## src/rtl/regdec_pkg.sv

```systemverilog
package regdec_pkg;
    localparam int DATA_W   = 8;
    localparam int OFF_W    = 4;
    localparam int PAGE_W   = 2;
    localparam int NUM_REGS = 8;
    localparam int IDX_W    = $clog2(NUM_REGS);
    localparam int PAGE_LSB = DATA_W - PAGE_W;
    localparam int MAP_BIT  = DATA_W - 1;
    localparam int IDX_CMD  = 0;
    localparam int IDX_ENH  = 1;

    typedef enum logic {ST_IDLE = 1'b0, ST_RESP = 1'b1} rsp_state_e;

    // storage mask: bits outside it are void and read as zero
    function automatic logic [DATA_W-1:0] reg_mask(input int idx);
        case (idx)
            0:       return 8'hC7;
            1:       return 8'h9F;
            2:       return 8'hFF;
            3:       return 8'h0F;
            4:       return 8'hFF;
            5:       return 8'h3C;
            6:       return 8'h7F;
            7:       return 8'hF0;
            default: return '0;
        endcase
    endfunction

    function automatic logic [DATA_W-1:0] reg_reset(input int idx);
        case (idx)
            3:       return 8'h05;
            4:       return 8'hA5;
            5:       return 8'h14;
            6:       return 8'h40;
            7:       return 8'h30;
            default: return '0;
        endcase
    endfunction

    // returns {hit, index}
    function automatic logic [IDX_W:0] map_lookup(input logic alt,
                                                  input logic [PAGE_W-1:0] pg,
                                                  input logic [OFF_W-1:0] off);
        logic [IDX_W:0] r;
        r = '0;
        if (off == '0) begin
            r = {1'b1, IDX_W'(IDX_CMD)};
        end else if (!alt) begin
            case ({pg, off})
                6'h01:   r = {1'b1, IDX_W'(2)};
                6'h02:   r = {1'b1, IDX_W'(3)};
                6'h03:   r = {1'b1, IDX_W'(4)};
                6'h11:   r = {1'b1, IDX_W'(5)};
                6'h24:   r = {1'b1, IDX_W'(6)};
                6'h25:   r = {1'b1, IDX_W'(IDX_ENH)};
                6'h36:   r = {1'b1, IDX_W'(7)};
                default: r = '0;
            endcase
        end else begin
            case ({pg, off})
                6'h01:   r = {1'b1, IDX_W'(2)};
                6'h02:   r = {1'b1, IDX_W'(4)};
                6'h13:   r = {1'b1, IDX_W'(3)};
                6'h1A:   r = {1'b1, IDX_W'(6)};
                6'h39:   r = {1'b1, IDX_W'(IDX_ENH)};
                6'h0F:   r = {1'b1, IDX_W'(7)};
                default: r = '0;
            endcase
        end
        return r;
    endfunction
endpackage

```

## src/rtl/regdec_map_decode.sv

```systemverilog
module regdec_map_decode
    import regdec_pkg::*;
(
    input  logic                alt,
    input  logic [PAGE_W-1:0]   page,
    input  logic [OFF_W-1:0]    off,
    output logic                hit,
    output logic [NUM_REGS-1:0] sel
);
    logic [IDX_W:0]   look;
    logic [IDX_W-1:0] idx;

    always_comb begin
        look = map_lookup(alt, page, off);
        hit  = look[IDX_W];
        idx  = look[IDX_W-1:0];
    end

    for (genvar i = 0; i < NUM_REGS; i++) begin : g_sel
        assign sel[i] = hit && (idx == IDX_W'(i));
    end
endmodule

```

## src/rtl/regdec_bank.sv

```systemverilog
module regdec_bank
    import regdec_pkg::*;
(
    input  logic                         clk,
    input  logic                         rst_n,
    input  logic [NUM_REGS-1:0]          wr_sel,
    input  logic [DATA_W-1:0]            wdata,
    output logic [NUM_REGS*DATA_W-1:0]   q
);
    for (genvar i = 0; i < NUM_REGS; i++) begin : g_reg
        localparam logic [DATA_W-1:0] MASK = reg_mask(i);
        localparam logic [DATA_W-1:0] RST  = reg_reset(i);
        logic [DATA_W-1:0] val;

        always_ff @(posedge clk or negedge rst_n) begin
            if (!rst_n)
                val <= RST;
            else if (wr_sel[i])
                val <= wdata & MASK;
        end

        assign q[i*DATA_W +: DATA_W] = val;
    end
endmodule

```

## src/rtl/regdec_rsp_fsm.sv

```systemverilog
module regdec_rsp_fsm
    import regdec_pkg::*;
(
    input  logic              clk,
    input  logic              rst_n,
    input  logic              rd_go,
    input  logic [DATA_W-1:0] rd_word,
    output logic              rvalid,
    output logic [DATA_W-1:0] rdata
);
    rsp_state_e        state, state_nxt;
    logic [DATA_W-1:0] data_q;

    always_comb begin
        state_nxt = state;
        unique case (state)
            ST_IDLE: state_nxt = rd_go ? ST_RESP : ST_IDLE; // RD_ACCEPT / IDLE_HOLD
            ST_RESP: state_nxt = rd_go ? ST_RESP : ST_IDLE; // RD_CHAIN / RESP_DONE
        endcase
    end

    always_ff @(posedge clk or negedge rst_n) begin
        if (!rst_n) begin
            state  <= ST_IDLE;
            data_q <= '0;
        end else begin
            state  <= state_nxt;
            data_q <= rd_go ? rd_word : '0;
        end
    end

    always_comb begin
        rvalid = (state == ST_RESP);
        rdata  = rvalid ? data_q : '0;
    end
endmodule

```

## src/rtl/paged_reg_decoder.sv

```systemverilog
module paged_reg_decoder
    import regdec_pkg::*;
(
    input  logic                       clk,
    input  logic                       rst_n,
    input  logic [OFF_W-1:0]           bus_off,
    input  logic [DATA_W-1:0]          bus_wdata,
    input  logic                       bus_rd,
    input  logic                       bus_wr,
    output logic [DATA_W-1:0]          bus_rdata,
    output logic                       bus_rvalid,
    output logic [NUM_REGS-1:0]        reg_rd_en,
    output logic [NUM_REGS-1:0]        reg_wr_en,
    output logic [PAGE_W-1:0]          cur_page,
    output logic                       alt_map,
    output logic [NUM_REGS*DATA_W-1:0] reg_q
);
    logic                hit;
    logic [NUM_REGS-1:0] sel;
    logic                rd_go;
    logic [DATA_W-1:0]   rd_word;

    assign cur_page = reg_q[IDX_CMD*DATA_W + PAGE_LSB +: PAGE_W];
    assign alt_map  = reg_q[IDX_ENH*DATA_W + MAP_BIT];

    regdec_map_decode u_dec (
        .alt  (alt_map),
        .page (cur_page),
        .off  (bus_off),
        .hit  (hit),
        .sel  (sel)
    );

    // write takes precedence over a simultaneous read
    assign rd_go     = bus_rd && !bus_wr;
    assign reg_wr_en = bus_wr ? sel : '0;
    assign reg_rd_en = rd_go  ? sel : '0;

    regdec_bank u_bank (
        .clk    (clk),
        .rst_n  (rst_n),
        .wr_sel (reg_wr_en),
        .wdata  (bus_wdata),
        .q      (reg_q)
    );

    always_comb begin
        rd_word = '0;
        for (int i = 0; i < NUM_REGS; i++)
            if (sel[i]) rd_word = rd_word | reg_q[i*DATA_W +: DATA_W];
    end

    regdec_rsp_fsm u_rsp (
        .clk     (clk),
        .rst_n   (rst_n),
        .rd_go   (rd_go),
        .rd_word (rd_word),
        .rvalid  (bus_rvalid),
        .rdata   (bus_rdata)
    );
endmodule

```

## config.mk

```make
export PLATFORM = sky130hd
export DESIGN_NAME = paged_reg_decoder
export DESIGN_NICKNAME = d
export VERILOG_FILES = /design/src/rtl/regdec_pkg.sv /design/src/rtl/regdec_map_decode.sv /design/src/rtl/regdec_bank.sv /design/src/rtl/regdec_rsp_fsm.sv /design/src/rtl/paged_reg_decoder.sv
export SDC_FILE = /design/constraint.sdc
export NUM_CORES = 1
export LEC_CHECK = 0
export BUFFER_PORTS_ARGS = -buffer_cell sky130_fd_sc_hd__clkbuf_2
export CORE_MARGIN = 3
export CORE_UTILIZATION = 35
export CTS_BUF_LIST = sky130_fd_sc_hd__clkbuf_4 sky130_fd_sc_hd__clkbuf_8 sky130_fd_sc_hd__clkbuf_16
export DETAILED_ROUTE_END_ITERATION = 7
export PLACE_DENSITY = 0.67
export SETUP_SLACK_MARGIN = 0.4
export SLEW_MARGIN = 20
export SYNTH_ARGS = -nofsm -noshare
export SYNTH_HDL_FRONTEND = slang
export SYNTH_SLANG_ARGS = --single-unit
```

## constraint.sdc

```tcl
create_clock -name clk -period 3.1 [get_ports clk]
set_clock_uncertainty 0.15 [all_clocks]
set_input_delay 0.155 -clock clk [delete_from_list [all_inputs] [get_ports clk]]
set_output_delay 0.155 -clock clk [all_outputs]
set_load 0.03 [all_outputs]
```

==> results of run 1 <==
-- area by class of cell --
type | instances | area (µm²) | share of cell area
repair buffers | 146 | 1020 | 0.230
inverters | 12 | 45.0 | 0.0102
clock buffers | 7 | 83.8 | 0.0189
flip-flops and latches | 55 | 1390 | 0.314
multi-input cells | 200 | 1750 | 0.395
clock inverters | 1 | 5.00 | 0.00113
well taps | 108 | 135 | 0.0305
-- critical path, stage by stage (launching register included) --
cell and delay (ns):
dfrtp_2 0.44, buf_6 0.13, or4_1 0.39, a311o_1 0.41, buf_4 0.16, a21oi_2 0.21, nand2_4 0.15, and3_1 0.21
clkbuf_8 0.16
-- per-layer routing --
| metal | track usage | vias up | wire [µm] |
|---|---|---|---|
| met5 | 0 | - | 0 |
| li1 | - | 1273 | - |
| met1 | 0.261 | 1352 | 4410 |
| met4 | 0.0444 | 0 | 172 |
| met2 | 0.294 | 130 | 4670 |
| met3 | 0.0410 | 17 | 674 |
-- synthesized netlist by cell type, types with 4 or more instances --
| master | count | share of area |
|---|---|---|
| dfrtp_1 | 44 | 0.34 |
| mux2_2 | 31 | 0.11 |
| buf_4 | 21 | 0.049 |
| nand2_1 | 13 | 0.015 |
| dfstp_2 | 11 | 0.090 |
| inv_1 | 11 | 0.013 |
| and2_1 | 10 | 0.019 |
| mux2_1 | 9 | 0.031 |
| clkbuf_1 | 8 | 0.0093 |
| o211ai_1 | 8 | 0.019 |
| and3_1 | 7 | 0.014 |
| mux2_4 | 7 | 0.033 |
| nor2_1 | 7 | 0.0082 |
| mux2i_1 | 6 | 0.019 |
| buf_2 | 5 | 0.0078 |
| nand3_1 | 5 | 0.0078 |
| a22oi_1 | 4 | 0.0093 |
| nand2b_1 | 4 | 0.0078 |
-- report_power, final --
group          total [W]  switching (W)  internal, W
sequential       0.00113       0.000181     0.000945
clock           0.000406       0.000229     0.000177
combinational    0.00164       0.000996     0.000649
total            0.00318        0.00141      0.00177
-- metrics by stage --
stage / util / hold WS [ns]
after floorplan: - / -0.291
after global placement: 0.421 / 0.196
after detailed placement: 0.421 / 0.197
after CTS: 0.474 / 0.0201
after global routing: 0.501 / 0.0277
final: 0.501 / 0.0266
-- logic make-up (layout without fill, tap and decap cells) --
group	Yosys count	in the layout	synth area share
xor+xnor	2	2	0.00544
compound gates	50	50	0.127
simple gates	77	77	0.157
mux	53	53	0.191
buf+inv	48	166	0.0870
other cells	1	18	0.00116
flops	55	55	0.432
-- repair_timing --
item	4_1_cts	5_1_grt
hold endpoints to repair	30	0
pin swaps	12	12
setup endpoints to repair	47	34
hold buffers	3	0
setup buffers	23	19
gates resized for setup	47	34
-- registers in the layout (all words and copies together) (netlist names) --
name / flops
u_rsp.data_q: 8
u_rsp.rvalid: 1
u_bank.g.val: 46
-- worst min path at each step --
stage	start	end
after floorplan	rst_n	u_bank.g_reg[0].val[0]
after global routing	bus_wdata[4]	u_bank.g_reg[2].val[4]
after CTS	bus_wdata[6]	u_bank.g_reg[7].val[6]
after detailed placement	rst_n	u_bank.g_reg[6].val[5]
final	bus_wdata[6]	u_bank.g_reg[7].val[6]
after global placement	rst_n	u_bank.g_reg[2].val[5]
-- layout by cell type, fill, tap and decap left out, types with 3 or more instances in the layout --
master         count
mux2_4            11
conb_1            18
o221ai_1           3
dfrtp_1           42
clkbuf_2          77
mux2_1             5
inv_1              7
buf_6             12
nand3_1            3
clkbuf_8           9
nand2b_1           4
and2_1            10
mux2_2            31
o211ai_1           8
and3_4             3
nor2b_1            3
dlygate4sd3_1      3
or3_1              3
buf_8              4
inv_2              5
nor2_1             4
a21o_1             3
nand3_4            6
a22oi_1            4
mux2i_1            5
and3_1             4
buf_4             44
nand2_1           12
dfstp_2           11
==> out/metrics.cfg, run 1 <==
[clock_tree]
clock_sinks=55
cts_tree=yes
ctsHtreeMaxLevel=2
numCtsBuffers=5
clkSlewWorstSetupHoldPaths_ns=0.10
clock_latency_ns=0.31
cts.path.max_buffers=2
cts_root_buf=clkbuf_8

[floorplan]
ios=108
dieHeight_um=102
dieArea_mm2=0.0104
num_rows=34
core_mm2=0.00885
initial_core_util=0.364
die_width_um=102

[synth]
synth_seq_area_share=0.432
synth_edf_count=0
synthCells=286
synth_area_mm2=0.00322
yosys_warnings=0
async_flop_share=1.00
avgSynthCellArea_um2=11.3
ys.flop_type=dfrtp_1
synthDistinctLibCells=67
ys_ff_latch=55

[sta]
slew_violations=0
worst_slack_ns=0.228
hold_violations=0
slew_headroom=0.365
max_freq_mhz=348
setup_viol=0
tightest_slew_ns=0.952
period_minus_slack_ns=2.87
period_share=0.926
rsz0062_at_grt=yes
fin_tns_setup_ns=0

[place]
placed_area_mm2=0.00372
dp.cells=476
place_ws_ns=0.308
portBuffers=89
place.gp.congestion=0.892
hpwl_mm=6.83

[global_route]
grt_usage=0.186
grt_pass1_vias=2722
grt_max_degree=39
grt_pass1_wl_mm=15.0
gr-total-overflow=0
antenna_found_initial=0

[worst_setup_path]
crit_start=u_bank.g_reg[0].val[6]
cp-end-kind=output port
r2r_start=u_bank.g_reg[0].val[6]
rrSetupSlack_ns=0.30
cp.required_ns=2.79
arrival_ns=2.57
worstRegToRegCells=9
criticalPathCategory=reg2out
r2r_end=u_bank.g_reg[1].val[3]
cp_max_fo=7
setup.worst_path.end=reg_rd_en[1]
cp-start-kind=register

[power]
p_leak_nw=2.20
vdd_drop_max_v=0.000374
power.density_mw_per_mm2=716
power.total_w=0.00318

[drt]
drtPass1Iterations=4
drt_iter0_drc=239
route.detailed.drc=0
routedWlPerCell_um=18.8
num_vias=2772
ant_nets=0
viasPerCell=5.24
routed_wl_mm=9.93

[finish]
num_antenna_cells=0
final_area_mm2=0.00444
layout-drive-gt1-share=0.570
fin_cells=529
nFillCells=790
fin_nets=436
area_delta_synth_final_pct=37.7

[status]
status=finished, final reports clean

[job]
drv_cap=0

[hold_path]
hp-class=in2reg
min_path_cells=2

No activity file was read; power rests on OpenSTA's default activity.
==> run 2: changes to the inputs <==
==> constraint.sdc (replaced) <==
create_clock -name clk -period 3.1 [get_ports clk]
set_clock_uncertainty 0.15 [all_clocks]
set_input_delay 0.62 -clock clk [delete_from_list [all_inputs] [get_ports clk]]
set_output_delay 0.62 -clock clk [all_outputs]
set_load 0.03 [all_outputs]
==> out/metrics.cfg, run 2 (synthesis gave the netlist of run 1 again) <==
[power]
vdd_drop_max_v=0.000425
power.density_mw_per_mm2=702
p_leak_nw=2.22

[drt]
ant_nets=0
routed_wl_mm=9.77
drt_iter0_drc=186
viasPerCell=5.20
drtPass1Iterations=4
routedWlPerCell_um=18.3
route.detailed.drc=0
num_vias=2777

[floorplan]
core_mm2=0.00885
num_rows=34
ios=108
dieArea_mm2=0.0104
initial_core_util=0.364
die_width_um=102
dieHeight_um=102

[sta]
setup_viol=11
rsz0062_at_grt=yes
whs_ns=0.283
period_minus_slack_ns=3.21
period_share=1.03
max_freq_mhz=312
tightest_slew_ns=0.691
slew_headroom=0.540
worst_slack_ns=-0.107
hold_violations=0
slew_violations=0

[status]
violations=negative setup slack
status=complete, but fails checks

[worst_setup_path]
cp_max_fo=7
arrival_ns=2.44
cp_slowest_cell=or4_4
r2r_start=u_bank.g_reg[0].val[7]
crit_path_cell_trace=or4_4, a311o_1, a21oi_1, nand2_2, nand3_1, inv_2, clkbuf_4
path_buf_inv=2
cp-end-kind=output port
cp_slowest_stage_delay_ns=0.50
cp.required_ns=2.33
criticalPathCategory=reg2out
cpLargestDelayFamily=simple AND/OR/NAND/NOR gates
cp-start-kind=register
crit_start=u_bank.g_reg[0].val[7]

[hold_path]
hp-class=in2async

[clock_tree]
clock_latency_ns=0.31
cts_root_buf=clkbuf_8
cts_tree=yes
clock_sinks=55
hold_buffers=0
cts.path.max_buffers=2
clkSlewWorstSetupHoldPaths_ns=0.09
ctsHtreeMaxLevel=2
numCtsBuffers=5

[finish]
regArea_mm2=0.00139
layout-drive-gt1-share=0.606
layout_common_cells=clkbuf_2, buf_4, dfrtp_1, mux2_2, conb_1
largest_reg_flops=46
num_antenna_cells=0
final_common_cell=clkbuf_2
fin_nets=441
multi_input_area_mm2=0.00178
nFillCells=812
regMostFlops=u_bank.g.val
area_delta_synth_final_pct=40.3
fin_util=0.511

[place]
place_ws_ns=-0.201
portBuffers=89
hpwl_mm=7.26
place.gp.congestion=0.860

[global_route]
gr-total-overflow=0
grt_pass1_vias=2818
grt_pass1_wl_mm=15.1
grt_max_degree=56
antenna_found_initial=0
grt_usage=0.189

[job]
drv_cap=0

run 2: cell count changes in the layout (fill, tap and decap cells not counted), moves of 3 or more:
cell,previous run,this run
buf_4,44,57
inv_1,7,4
nand3_2,0,3
clkbuf_2,77,74
nand2_2,0,3
buf_8,4,7
buf_6,12,6
nand3_4,6,2
dlygate4sd3_1,3,0
run 2: worst paths after layout:
check                                               to  slack (ns)  cells past startpoint
worst max register to register  u_bank.g_reg[1].val[4]        0.30                      8
max in group asynchronous       u_bank.g_reg[0].val[7]        2.02                      2
worst max-delay path                      reg_wr_en[5]       -0.11                      7
worst min register to register  u_bank.g_reg[1].val[0]        0.39                      1
worst min-delay path            u_bank.g_reg[1].val[1]        0.28                      2
min in group clk                u_bank.g_reg[1].val[0]        0.39                      1
run 2: stage by stage:
step / TNS [ns] / power, W / instance area (µm²) / cells
2_1_floorplan: -0.0989 / 0.00213 / 3360 / 303
3_3_place_gp: -1.56 / 0.00262 / 4050 / 509
3_5_place_dp: -2.03 / 0.00265 / 4050 / 509
4_1_cts: -0.712 / 0.00311 / 4360 / 527
5_1_grt: -1.47 / 0.00334 / 4520 / 534
6_report: -0.795 / 0.00317 / 4520 / 534
run 2: layout make-up:
type,instances,area share
Tap cell,108,0.0299
Clock inverter,1,0.00111
Sequential cell,55,0.308
Clock buffer,7,0.0186
Multi-Input combinational cell,200,0.394
Timing Repair Buffer,151,0.236
Inverter,12,0.0122
run 2: what timing repair did:
item,in CTS,in global routing
pin swaps,11,11
buffers inserted,10,7
resized for setup,38,35
setup endpoints to repair,52,50
gates cloned,0,0
run 2: report_power, final:
| part | internal (W) | switching [W] | leakage (nW) |
|---|---|---|---|
| combinational | 0.000652 | 0.000971 | 1.48 |
| clock | 0.000177 | 0.000223 | 0.0491 |
| sequential | 0.000945 | 0.000204 | 0.684 |
| total | 0.00177 | 0.00140 | 2.22 |
run 2: layer usage:
metal	vias to the layer above	global-route usage	wire length, µm
met5	-	0	0
met3	8	0.0355	670
met2	124	0.306	4640
li1	1279	-	-
met1	1366	0.266	4390
met4	0	0.0373	61
